File: src/rtl/mts_pkg.sv
package mts_pkg;
   // KB size encoded by a bank size code; codes below 2 mean an empty bank
   function automatic int unsigned code_kb(input int unsigned code,
                                           input int unsigned base_kb);
      if (code < 2) return 0;
      return base_kb << (code - 2);
   endfunction
endpackage

File: src/rtl/mts_bank_cap.sv
module mts_bank_cap #(
   parameter int unsigned CODE_W   = 3,
   parameter int unsigned INST_W   = 16,
   parameter int unsigned TOT_W    = 18,
   parameter int unsigned BASE_KB  = 1024,
   parameter bit          USE_INST = 1'b1
) (
   input  logic [CODE_W-1:0] code_i,
   input  logic [INST_W-1:0] inst_kb_i,
   output logic [TOT_W-1:0]  cap_kb_o
);
   import mts_pkg::*;

   logic [TOT_W-1:0] code_size;
   logic [TOT_W-1:0] inst_size;

   always_comb begin
      code_size = TOT_W'(code_kb(int'(code_i), BASE_KB));
      inst_size = TOT_W'(inst_kb_i);
   end

   generate
      if (USE_INST) begin : g_capped
         assign cap_kb_o = (inst_size < code_size) ? inst_size : code_size;
      end else begin : g_code_only
         assign cap_kb_o = code_size;
      end
   endgenerate
endmodule

File: src/rtl/mts_sum.sv
module mts_sum #(
   parameter int unsigned N_TERMS = 4,
   parameter int unsigned TOT_W   = 18
) (
   input  logic [N_TERMS*TOT_W-1:0] terms_i,
   output logic [TOT_W-1:0]         sum_o
);
   always_comb begin
      sum_o = '0;
      for (int k = 0; k < N_TERMS; k++) begin
         sum_o = sum_o + terms_i[k*TOT_W +: TOT_W];
      end
   end
endmodule

File: src/rtl/mts_window.sv
module mts_window #(
   parameter int unsigned TOT_W    = 18,
   parameter int unsigned SPLIT_KB = 1024
) (
   input  logic             clk,
   input  logic             rst_n,
   input  logic             load_i,
   input  logic [TOT_W-1:0] total_i,
   output logic [TOT_W-1:0] total_o,
   output logic             low_en_o,
   output logic             high_en_o,
   output logic [TOT_W-1:0] high_kb_o,
   output logic             done_o
);
   localparam logic [TOT_W-1:0] SPLIT = TOT_W'(SPLIT_KB);

   logic             above;
   logic             at_least;
   logic [TOT_W-1:0] excess;

   always_comb begin
      above    = total_i > SPLIT;
      at_least = total_i >= SPLIT;
      excess   = above ? (total_i - SPLIT) : '0;
   end

   always_ff @(posedge clk or negedge rst_n) begin
      if (!rst_n) begin
         total_o   <= '0;
         low_en_o  <= 1'b0;
         high_en_o <= 1'b0;
         high_kb_o <= '0;
         done_o    <= 1'b0;
      end else begin
         done_o <= load_i;
         if (load_i) begin
            total_o   <= total_i;
            low_en_o  <= at_least;
            high_en_o <= above;
            high_kb_o <= excess;
         end
      end
   end

   p_done_after_load_r9: assert property (@(posedge clk) disable iff (!rst_n)
      load_i |=> done_o);
   p_done_single_r9: assert property (@(posedge clk) disable iff (!rst_n)
      !load_i |=> !done_o);
   p_hold_idle_r10: assert property (@(posedge clk) disable iff (!rst_n)
      !load_i |=> ($stable(total_o) && $stable(low_en_o) &&
                   $stable(high_en_o) && $stable(high_kb_o)));
   p_high_implies_low_r6: assert property (@(posedge clk) disable iff (!rst_n)
      high_en_o |-> low_en_o);
   p_high_len_zero_r8: assert property (@(posedge clk) disable iff (!rst_n)
      !high_en_o |-> (high_kb_o == '0));
   p_high_len_fits_r6: assert property (@(posedge clk) disable iff (!rst_n)
      high_en_o |-> (high_kb_o < total_o));
endmodule

File: src/rtl/mem_size_totalizer.sv
module mem_size_totalizer #(
   parameter int unsigned N_BANKS  = 4,
   parameter int unsigned CODE_W   = 3,
   parameter int unsigned NIBBLE_W = 4,
   parameter int unsigned INST_W   = 16,
   parameter int unsigned TOT_W    = 18,
   parameter int unsigned BASE_KB  = 1024,
   parameter int unsigned SPLIT_KB = 1024,
   parameter bit          USE_INST = 1'b1,
   localparam int unsigned CFG_W   = N_BANKS * NIBBLE_W,
   localparam int unsigned INSTV_W = N_BANKS * INST_W
) (
   input  logic               clk,
   input  logic               rst_n,
   input  logic               recalc_i,
   input  logic [CFG_W-1:0]   cfg_i,
   input  logic [INSTV_W-1:0] inst_kb_i,
   output logic [TOT_W-1:0]   total_kb_o,
   output logic               low_win_en_o,
   output logic               high_win_en_o,
   output logic [TOT_W-1:0]   high_win_kb_o,
   output logic               done_o
);
   localparam longint unsigned MAX_BANK_KB = longint'(BASE_KB) << ((2 ** CODE_W) - 3);
   localparam longint unsigned MAX_TOT_KB  = MAX_BANK_KB * N_BANKS;
   localparam int unsigned     NEED_W      = $clog2(MAX_TOT_KB + 1);

   generate
      if (NIBBLE_W < CODE_W) begin : g_bad_nibble
         $error("NIBBLE_W must hold a full size code");
      end
      if (TOT_W < NEED_W) begin : g_bad_total
         $error("TOT_W too narrow for the largest total");
      end
      if (CODE_W < 2) begin : g_bad_code
         $error("CODE_W must be at least 2");
      end
   endgenerate

   logic [N_BANKS*TOT_W-1:0] caps;
   logic [TOT_W-1:0]         total_now;

   generate
      for (genvar b = 0; b < N_BANKS; b++) begin : g_bank
         mts_bank_cap #(
            .CODE_W  (CODE_W),
            .INST_W  (INST_W),
            .TOT_W   (TOT_W),
            .BASE_KB (BASE_KB),
            .USE_INST(USE_INST)
         ) i_cap (
            .code_i   (cfg_i[b*NIBBLE_W +: CODE_W]),
            .inst_kb_i(inst_kb_i[b*INST_W +: INST_W]),
            .cap_kb_o (caps[b*TOT_W +: TOT_W])
         );

         if (USE_INST) begin : g_chk
            p_cap_within_inst_r4: assert property (@(posedge clk) disable iff (!rst_n)
               caps[b*TOT_W +: TOT_W] <= TOT_W'(inst_kb_i[b*INST_W +: INST_W]));
         end
      end
   endgenerate

   mts_sum #(
      .N_TERMS(N_BANKS),
      .TOT_W  (TOT_W)
   ) i_sum (
      .terms_i(caps),
      .sum_o  (total_now)
   );

   mts_window #(
      .TOT_W   (TOT_W),
      .SPLIT_KB(SPLIT_KB)
   ) i_window (
      .clk      (clk),
      .rst_n    (rst_n),
      .load_i   (recalc_i),
      .total_i  (total_now),
      .total_o  (total_kb_o),
      .low_en_o (low_win_en_o),
      .high_en_o(high_win_en_o),
      .high_kb_o(high_win_kb_o),
      .done_o   (done_o)
   );
endmodule

File: config.mk
export PLATFORM = sky130hd
export DESIGN_NAME = mem_size_totalizer
export DESIGN_NICKNAME = d
export VERILOG_FILES = /design/src/rtl/mts_pkg.sv /design/src/rtl/mts_bank_cap.sv /design/src/rtl/mts_sum.sv /design/src/rtl/mts_window.sv /design/src/rtl/mem_size_totalizer.sv
export SDC_FILE = /design/constraint.sdc
export NUM_CORES = 1
export LEC_CHECK = 0
export BUFFER_PORTS_ARGS = -buffer_cell sky130_fd_sc_hd__buf_2
export CAP_MARGIN = 20
export CORE_AREA = 4 4 104 106
export DETAILED_ROUTE_END_ITERATION = 12
export DIE_AREA = 0 0 108 110
export PLACE_DENSITY_LB_ADDON = 0.05
export SLEW_MARGIN = 5
export SYNTH_ARGS = -nofsm -noshare
export SYNTH_HDL_FRONTEND = slang
export SYNTH_SLANG_ARGS = --single-unit
File: constraint.sdc
create_clock -name clk -period 0.8 [get_ports clk]
set_input_delay 0.08 -clock clk [delete_from_list [all_inputs] [get_ports clk]]
set_output_delay 0.08 -clock clk [all_outputs]
set_load 0.05 [all_outputs]
==> summary.txt, run 1 <==
Status: finished with violations
Failing checks: setup timing
DIE AREA: 0.0119 mm2
Final Power: 33.8 mW
CTS tree: yes
Core Footprint: 0.00977 mm2
DR iter-0 viols: 501
Synthesized flop and latch total: 39
Mapped Cells: 562
Most common cell after layout, fill and taps aside: buf_4
Initial Util: 49.6%
Via/cell ratio: 5.94
Deepest level of the CTS H-tree: 2
Die H: 110 um
Critical path fanouts, max: 8
RSZ-0062 raised after global routing: yes
Clock Pin Slew Worst Setup and Hold Paths: 0.10 ns
Kind of critical path: input pin to register
Placer Congestion: 0.893
Post-Synth Adder-Cell Area: 25.7%
Xor and xnor area share after synthesis: 2.53%
Vias in the first global route: 6041
Worst-margin pin slew: 0.521 ns
N_diodes: 0
Pwr dens: 3770 mW/mm2
GRT overflow: 0
# setup viols final: 77
Initial antenna violation count: 0
Clock buffer depth: 2
Worst slew margin: 65.3%
Gr usage total: 29.6%
Largest area contributor in the netlist: dfrtp_1
Area grow syn2layout: 84.8%
WP data required: 1.00 ns
Hold Path Class: input pin to asynchronous set/reset pin
Avg Cell Area, Syn: 8.62 um2
Largest net degree at the start of global routing: 31
Antenna Violating Nets Remaining: 0
Clock Skews: 0 ns
Seq/Total Area, Yosys: 20.1%
Compound-Gate Fraction of Synth Area: 17.6%
Slew Limit Fails: 0
I/O pin total: 122
DPL Wire Length: 10900 um
Root Buffer Master: clkbuf_8
Max-cap violations: 0
Synth warn: 0
First-pass GRT wire length: 28000 um
Placed instance area: 0.00693 mm2
Via count: 6130
EDFF count, synth: 0
Synth Flop Type: dfrtp_1
Critical path's slowest cell: fa_1
Worst Setup End Kind: register
Share of cells above drive strength 1: 61.2%
Final Hold Viols: 0
CP Launch Point: cfg_i[10]
DRT Pass-1 Iters: 5
Async S/R FF share, synth: 100%
Mapped cell area: 0.00485 mm2
Port Buf Inserts: 117
Top cells by area, synth: dfrtp_1, fa_1, ha_1
Final Cell Area: 0.00896 mm2
Util after Layout: 91.6%
Total Neg Setup Slack: -166.78 ns
Total Routed Length: 23000 um
Max Fclk: 180 MHz
Final Critical Period: 5.56 ns
Post-synthesis mux area share: 6.15%
Reg2reg start: i_window.total_o[10]$_DFFE_PN0P_
Per-cell routed wire length: 22.3 um
LEAKAGE: 4.29 nW
Fin nets: 1060
Cts bufs inserted: 5
# DRC: 0
Commonest cells after routing, fill and taps aside: buf_4, inv_1, buf_2
Worst slack, placed: -4.98 ns
Arrival time at the worst endpoint: 5.76 ns
Simple-gate share of the synthesized area: 18.2%
Die width: 108 um
Crit path largest cell delay: 0.54 ns
Clock sink total: 39
Largest family of logic cells by synthesized area: adder cells
Row Count: 36
Startpoint class of the critical path: input pin
Final period utilization: 695%
Clock Latency Late Sink: 0.30 ns
Synth cell types: 62
Maximum VDD drop: 3.72 mV
Synth top area share: 20.1%
Setup WS post-layout: -4.76 ns
logic make-up after synthesis:
| group | after synthesis |
|---|---|
| AND/OR/NAND/NOR | 167 |
| adder cells (fa/ha/maj) | 79 |
| buffers and inverters | 119 |
| XOR/XNOR | 14 |
| multiplexers | 28 |
| other | 2 |
| flip-flops | 39 |
| AO/OA/AOI/OAI | 114 |
layout make-up:
type	instances	area, um2
multi-input cells	407	4590
flip-flops and latches	39	976
repair buffers	343	2710
clock buffers	5	68.8
inverters	102	410
well taps	133	166
fillers	363	817
clock inverters	3	43.8
synth_stat cells, drive strengths merged (7+ instances only):
library cell	number
o21ai	22
nand3	13
clkbuf	13
nor3	7
nand2	41
mux2i	14
nor2b	41
o21a	15
nor2	33
inv	102
fa	34
ha	45
xnor2	9
o2bb2ai	14
nand2b	11
mux2	14
a21oi	19
dfrtp	39
per-layer routing:
metal	global-route usage, %	up-vias	share of wire [%]
li1	-	2560	-
met1	32.6	2924	35
met2	57.2	469	49
met3	5.13	177	7.3
met4	9.65	0	8.2
met5	0	-	0
sequential cells by signal, indices dropped and copies added, names as in the netlist:
signal / cells
i_window.done_o: 1
i_window.high_en_o: 1
i_window.high_kb_o: 18
i_window.low_en_o: 1
i_window.total_o: 18
where the power goes:
group / internal [mW] / leakage, nW / switching, mW
combinational: 13.4 / 3.77 / 14.9
clock: 0.932 / 0.0581 / 0.868
sequential: 2.90 / 0.463 / 0.762
worst max-delay path, delay by kind of cell:
family	cells	cell delay, ns
AO/OA/AOI/OAI	9	1.75
adder cells (fa/ha/maj)	5	1.75
buffers and inverters	7	0.66
multiplexers	1	0.17
AND/OR/NAND/NOR	8	1.34
final timing paths:
path	endpoint	slack, ns	depth (start not counted)
worst max register to register	i_window.total_o[10]$_DFFE_PN0P_	-0.15	2
min in group clk	i_window.total_o[8]$_DFFE_PN0P_	0.21	3
worst max-delay path	i_window.high_kb_o[15]$_DFFE_PN0P_	-4.76	30
max in group asynchronous	i_window.total_o[12]$_DFFE_PN0P_	0.19	3
worst min register to register	i_window.high_kb_o[17]$_DFFE_PN0P_	0.55	2
worst min-delay path	i_window.total_o[3]$_DFFE_PN0P_	0.16	2
what timing repair did:
action / 4_1_cts / 5_1_grt
buffers inserted: 63 / 32
hold buffers: 1 / 0
pin swaps: 53 / 46
cloned: 1 / 0
resized for setup: 211 / 74
hold endpoints to repair: 39 / 0
setup endpoints to repair: 77 / 77
per-stage QoR:
step / hold WS, ns / cells
after floorplan: -0.216 / 564
after global routing: 0.157 / 1032
after detailed placement: -0.0444 / 932
after global placement: -0.0461 / 932
after CTS: 0.177 / 1003
final: 0.161 / 1032
Note: power is estimated with default switching activity, not from simulation.
==> run 2, diff against run 1 <==
- CTS_BUF_LIST: unset -> sky130_fd_sc_hd__clkbuf_8
- clock period: 0.8 -> 6.85 ns (I/O delays scaled with it)
==> summary.txt, run 2 (synthesis results as in run 1) <==
Via/cell ratio: 5.17
Largest net degree at the start of global routing: 40
Arrival time at the worst endpoint: 6.57 ns
Critical path fanouts, max: 10
Antenna Violating Nets Remaining: 0
Slew Limit Fails: 0
Commonest cells after routing, fill and taps aside: buf_2, inv_1, ha_1
Max-cap violations: 0
Placer Congestion: 0.911
Initial Util: 49.6%
Area grow syn2layout: 22.0%
Worst Setup End Kind: register
Reg2reg start: i_window.total_o[11]$_DFFE_PN0P_
# setup viols final: 0
Clock sink total: 39
First-pass GRT wire length: 19300 um
Via count: 4327
Die width: 108 um
Port Buf Inserts: 117
Cts bufs inserted: 5
Placed instance area: 0.00578 mm2
Kind of critical path: input pin to register
DIE AREA: 0.0119 mm2
Share of cells above drive strength 1: 27.3%
Final Power: 2.42 mW
Final Cell Area: 0.00591 mm2
RSZ-0062 raised after global routing: no
LEAKAGE: 3.00 nW
Final period utilization: 93.9%
Startpoint class of the critical path: input pin
Largest registers: i_window.high_kb_o (18), i_window.total_o (18)
GRT overflow: 0
Clock buffer depth: 2
N_diodes: 0
Total Routed Length: 11500 um
CP Launch Point: cfg_i[1]
WP data required: 6.99 ns
I/O pin total: 122
Max Fclk: 155 MHz
# DRC: 0
Gr usage total: 20.0%
GR Layer Usage met2: 36.2%
Most common cell after layout, fill and taps aside: buf_2
Most used routing layer: met2
Clock Pin Slew Worst Setup and Hold Paths: 0.08 ns
Clock Latency Late Sink: 0.29 ns
Core Footprint: 0.00977 mm2
DRT Pass-1 Iters: 5
Met3 GRT Util: 2.68%
Hold Path Class: input pin to asynchronous set/reset pin
Final Hold Viols: 0
DR iter-0 viols: 159
Met1 Track Usage GR: 25.7%
Worst slew margin: 29.7%
Root Buffer Master: clkbuf_8
Deepest level of the CTS H-tree: 2
Die H: 110 um
Vias in the first global route: 4352
Fin nets: 865
Row Count: 36
Setup WS post-layout: 0.419 ns
DPL Wire Length: 9760 um
Pwr dens: 409 mW/mm2
Final Critical Period: 6.43 ns
Worst-margin pin slew: 1.05 ns
Clock Skews: 0 ns
Per-cell routed wire length: 13.7 um
CTS tree: yes
Cts hold-fix bufs: 0
Status: complete, no violations
Worst slack, placed: -0.0482 ns
Maximum VDD drop: 0.284 mV
Initial antenna violation count: 0
run 2: cell types whose count changed in the layout (fill, tap and decap cells not counted), moves of 14 or more:
cell     change
buf_2       +43
buf_4      -167
buf_6       -63
ha_1        +28
ha_4        -27
inv_1       +27
inv_2       -24
nor2b_1     +19
o21ai_0     +14
run 2: routing by layer:
| metal | part of all wire (%) | routed length (um) |
|---|---|---|
| met1 | 44 | 5100 |
| met2 | 50 | 5760 |
| met3 | 4.2 | 488 |
| met4 | 1.1 | 131 |
| met5 | 0 | 0 |
run 2: path summary, 6_finish.rpt:
kind                            cells past startpoint  slack (ns)                            endpoint
worst max register to register                      1        6.09    i_window.total_o[11]$_DFFE_PN0P_
min in group clk                                    2        0.49      i_window.high_en_o$_DFFE_PN0P_
worst min register to register                      2        0.49      i_window.high_en_o$_DFFE_PN0P_
worst min-delay path                                1        0.48   i_window.high_kb_o[1]$_DFFE_PN0P_
max in group asynchronous                           1        5.83  i_window.high_kb_o[16]$_DFFE_PN0P_
worst max-delay path                               28        0.42  i_window.high_kb_o[16]$_DFFE_PN0P_
run 2: worst max-delay path, cell delays in order:
cell and delay [ns]:
buf_2 0.12, inv_1 0.06, ha_1 0.22, nor2_1 0.15, nand3_1 0.13, ha_1 0.29
o21a_1 0.18, o21a_1 0.17, o21ai_0 0.16, nand2b_1 0.07, a21oi_1 0.14, nor2b_1 0.06
o32a_1 0.32, mux2i_1 0.23, fa_1 0.56, inv_1 0.06, fa_1 0.52, inv_1 0.04
ha_1 0.29, or2_2 0.34, a21o_1 0.18, o311ai_1 0.25, nor3_1 0.10, buf_4 0.17
a2111oi_4 0.39, or3b_1 0.45, mux2i_1 0.17, a21oi_1 0.08
run 2: final cells by class:
cell class	count	area, um2
tap	133	166
sequential	39	976
inverter	102	383
timing repair buffer	149	838
clock buffer	6	82.6
clock inverter	2	35.0
multi-input combinational	406	3430
fill	950	3860
run 2: per-stage QoR:
stage	std cells	hold WS, ns	TNS, ns	utilization (%)
2_1_floorplan	564	0.389	0	-
3_3_place_gp	829	0.465	0	59.1
3_5_place_dp	829	0.470	-0.269	59.1
4_1_cts	837	0.488	0	60.3
5_1_grt	837	0.497	0	60.5
6_report	837	0.483	0	60.5
run 2: timing repair:
action | 4_1_cts | 5_1_grt
gates resized for setup | 0 | 4
endpoints found under the setup margin | 0 | 20
endpoints found under the hold margin | 0 | 0
buffers inserted | 0 | 0
run 2: report_power, final:
part / internal (mW) / switching [mW] / total (mW)
combinational: 0.692 / 1.13 / 1.82
sequential: 0.338 / 0.0536 / 0.392
clock: 0.118 / 0.0829 / 0.201
total: 1.15 / 1.27 / 2.42
==> run 3, diff against run 2 <==
- BUFFER_PORTS_ARGS: -buffer_cell sky130_fd_sc_hd__buf_2 -> unset
- CORE_AREA: 4 4 104 106 -> 2 2 102 104
- DIE_AREA: 0 0 108 110 -> 0 0 104 106
- DONT_BUFFER_PORTS: unset -> 1
==> summary.txt, run 3 (synthesis results as in run 1) <==
# DRC: 0
Critical path's slowest cell: fa_1
Hold Path Class: input pin to asynchronous set/reset pin
Cts bufs inserted: 5
# setup viols final: 0
Status: complete, no violations
Final Hold Viols: 0
N_diodes: 0
LEAKAGE: 2.45 nW
Area grow syn2layout: 6.92%
Commonest cells after routing, fill and taps aside: inv_1, ha_1, nand2_1
Clock Skews: 0 ns
Antenna Violating Nets Remaining: 0
Worst-margin pin slew: 0.695 ns
DIE AREA: 0.0110 mm2
Setup bufs post-CTS: 0
CTS tree: yes
RSZ-0062 raised after global routing: no
I/O pin total: 122
Deepest level of the CTS H-tree: 2
Clock Pin Slew Worst Setup and Hold Paths: 0.07 ns
Setup WS post-layout: 0.446 ns
GRT overflow: 0
Share of cells above drive strength 1: 10.3%
Final Critical Period: 6.40 ns
Pwr dens: 423 mW/mm2
Core Footprint: 0.0100 mm2
Crit path largest cell delay: 0.52 ns
Total Routed Length: 10700 um
Port Buf Inserts: 0
Row Count: 37
Die width: 104 um
Max-cap violations: 0
Largest registers: i_window.high_kb_o (18), i_window.total_o (18)
DRT Pass-1 Iters: 4
Fillers: 991
Fin nets: 733
DR iter-0 viols: 134
Clock sink total: 39
Placer Congestion: 0.828
DPL Wire Length: 9020 um
Maximum VDD drop: 0.258 mV
Vias in the first global route: 3974
Arrival time at the worst endpoint: 6.54 ns
Worst Path Buf+Inv: 4
Final period utilization: 93.5%
First-pass GRT wire length: 18600 um
WP data required: 6.98 ns
Gr usage total: 20.5%
Non-Filler Instances: 707
Largest net degree at the start of global routing: 40
Kind of critical path: input pin to register
CP top delay family: compound AO/OA/AOI/OAI gates
Root Buffer Master: clkbuf_8
Worst slack, placed: 0.0531 ns
Via count: 3795
Final Power: 2.19 mW
Initial Util: 48.5%
Placed Cells: 699
Die H: 106 um
Via/cell ratio: 5.37
Max Fclk: 156 MHz
Total Neg Setup Slack: 0 ns
Worst slew margin: 53.6%
Critical path fanouts, max: 16
Startpoint class of the critical path: input pin
Worst Setup End Kind: register
Clock Latency Late Sink: 0.28 ns
Clock buffer depth: 2
Initial antenna violation count: 1
Per-cell routed wire length: 15.2 um
Slew Limit Fails: 0
Most common cell after layout, fill and taps aside: inv_1
-- run 3: metrics by stage --
stage                     utilization [%]  instance area, um2  hold WS (ns)
final                                51.8                5180        0.0878
after global routing                 51.8                5180        0.0681
after CTS                            51.7                5160        0.0753
after detailed placement             50.8                5080         0.390
after global placement               50.8                5080         0.390
after floorplan                         -                4850         0.389
-- run 3: path summary, 6_finish.rpt --
path | start | endpoint | slack, ns | depth (start not counted)
max in group asynchronous | rst_n | i_window.total_o[13]$_DFFE_PN0P_ | 6.68 | 0
min | rst_n | i_window.total_o[4]$_DFFE_PN0P_ | 0.09 | 0
min reg2reg | i_window.total_o[4]$_DFFE_PN0P_ | i_window.total_o[4]$_DFFE_PN0P_ | 0.77 | 2
max | cfg_i[1] | i_window.high_en_o$_DFFE_PN0P_ | 0.45 | 28
min in group clk | recalc_i | i_window.done_o$_DFF_PN0_ | 0.43 | 0
max reg2reg | i_window.total_o[12]$_DFFE_PN0P_ | i_window.total_o[12]$_DFFE_PN0P_ | 5.82 | 1
-- run 3: cell type report --
| class | instances | area, um2 | share of cell area [%] |
|---|---|---|---|
| clock buffer | 6 | 82.6 | 1.59 |
| clock inverter | 1 | 5.00 | 0.0966 |
| inverter | 102 | 383 | 7.39 |
| multi-input combinational | 406 | 3420 | 66.1 |
| sequential | 39 | 976 | 18.8 |
| tap | 136 | 170 | 3.28 |
| timing repair buffer | 17 | 140 | 2.70 |
-- run 3: what timing repair did --
action	in CTS	in global routing
hold buffers	0	0
setup endpoints to repair	0	20
gates resized for setup	0	4
-- run 3: report_power, final --
part           leakage, nW  internal [mW]  switching (mW)  total [mW]
logic                 1.94          0.565           0.695        1.26
registers            0.463          0.331           0.445       0.776
clock network       0.0470         0.0790          0.0781       0.157
-- run 3: routing by layer --
layer  GRT usage (%)  share of wire, %  up-vias
met2            36.4                50       74
met4            1.93              0.47        2
met3            4.97               5.5        6
met1            26.4                44     1836
met5               0              0.12        -
li1                -                 -     1877
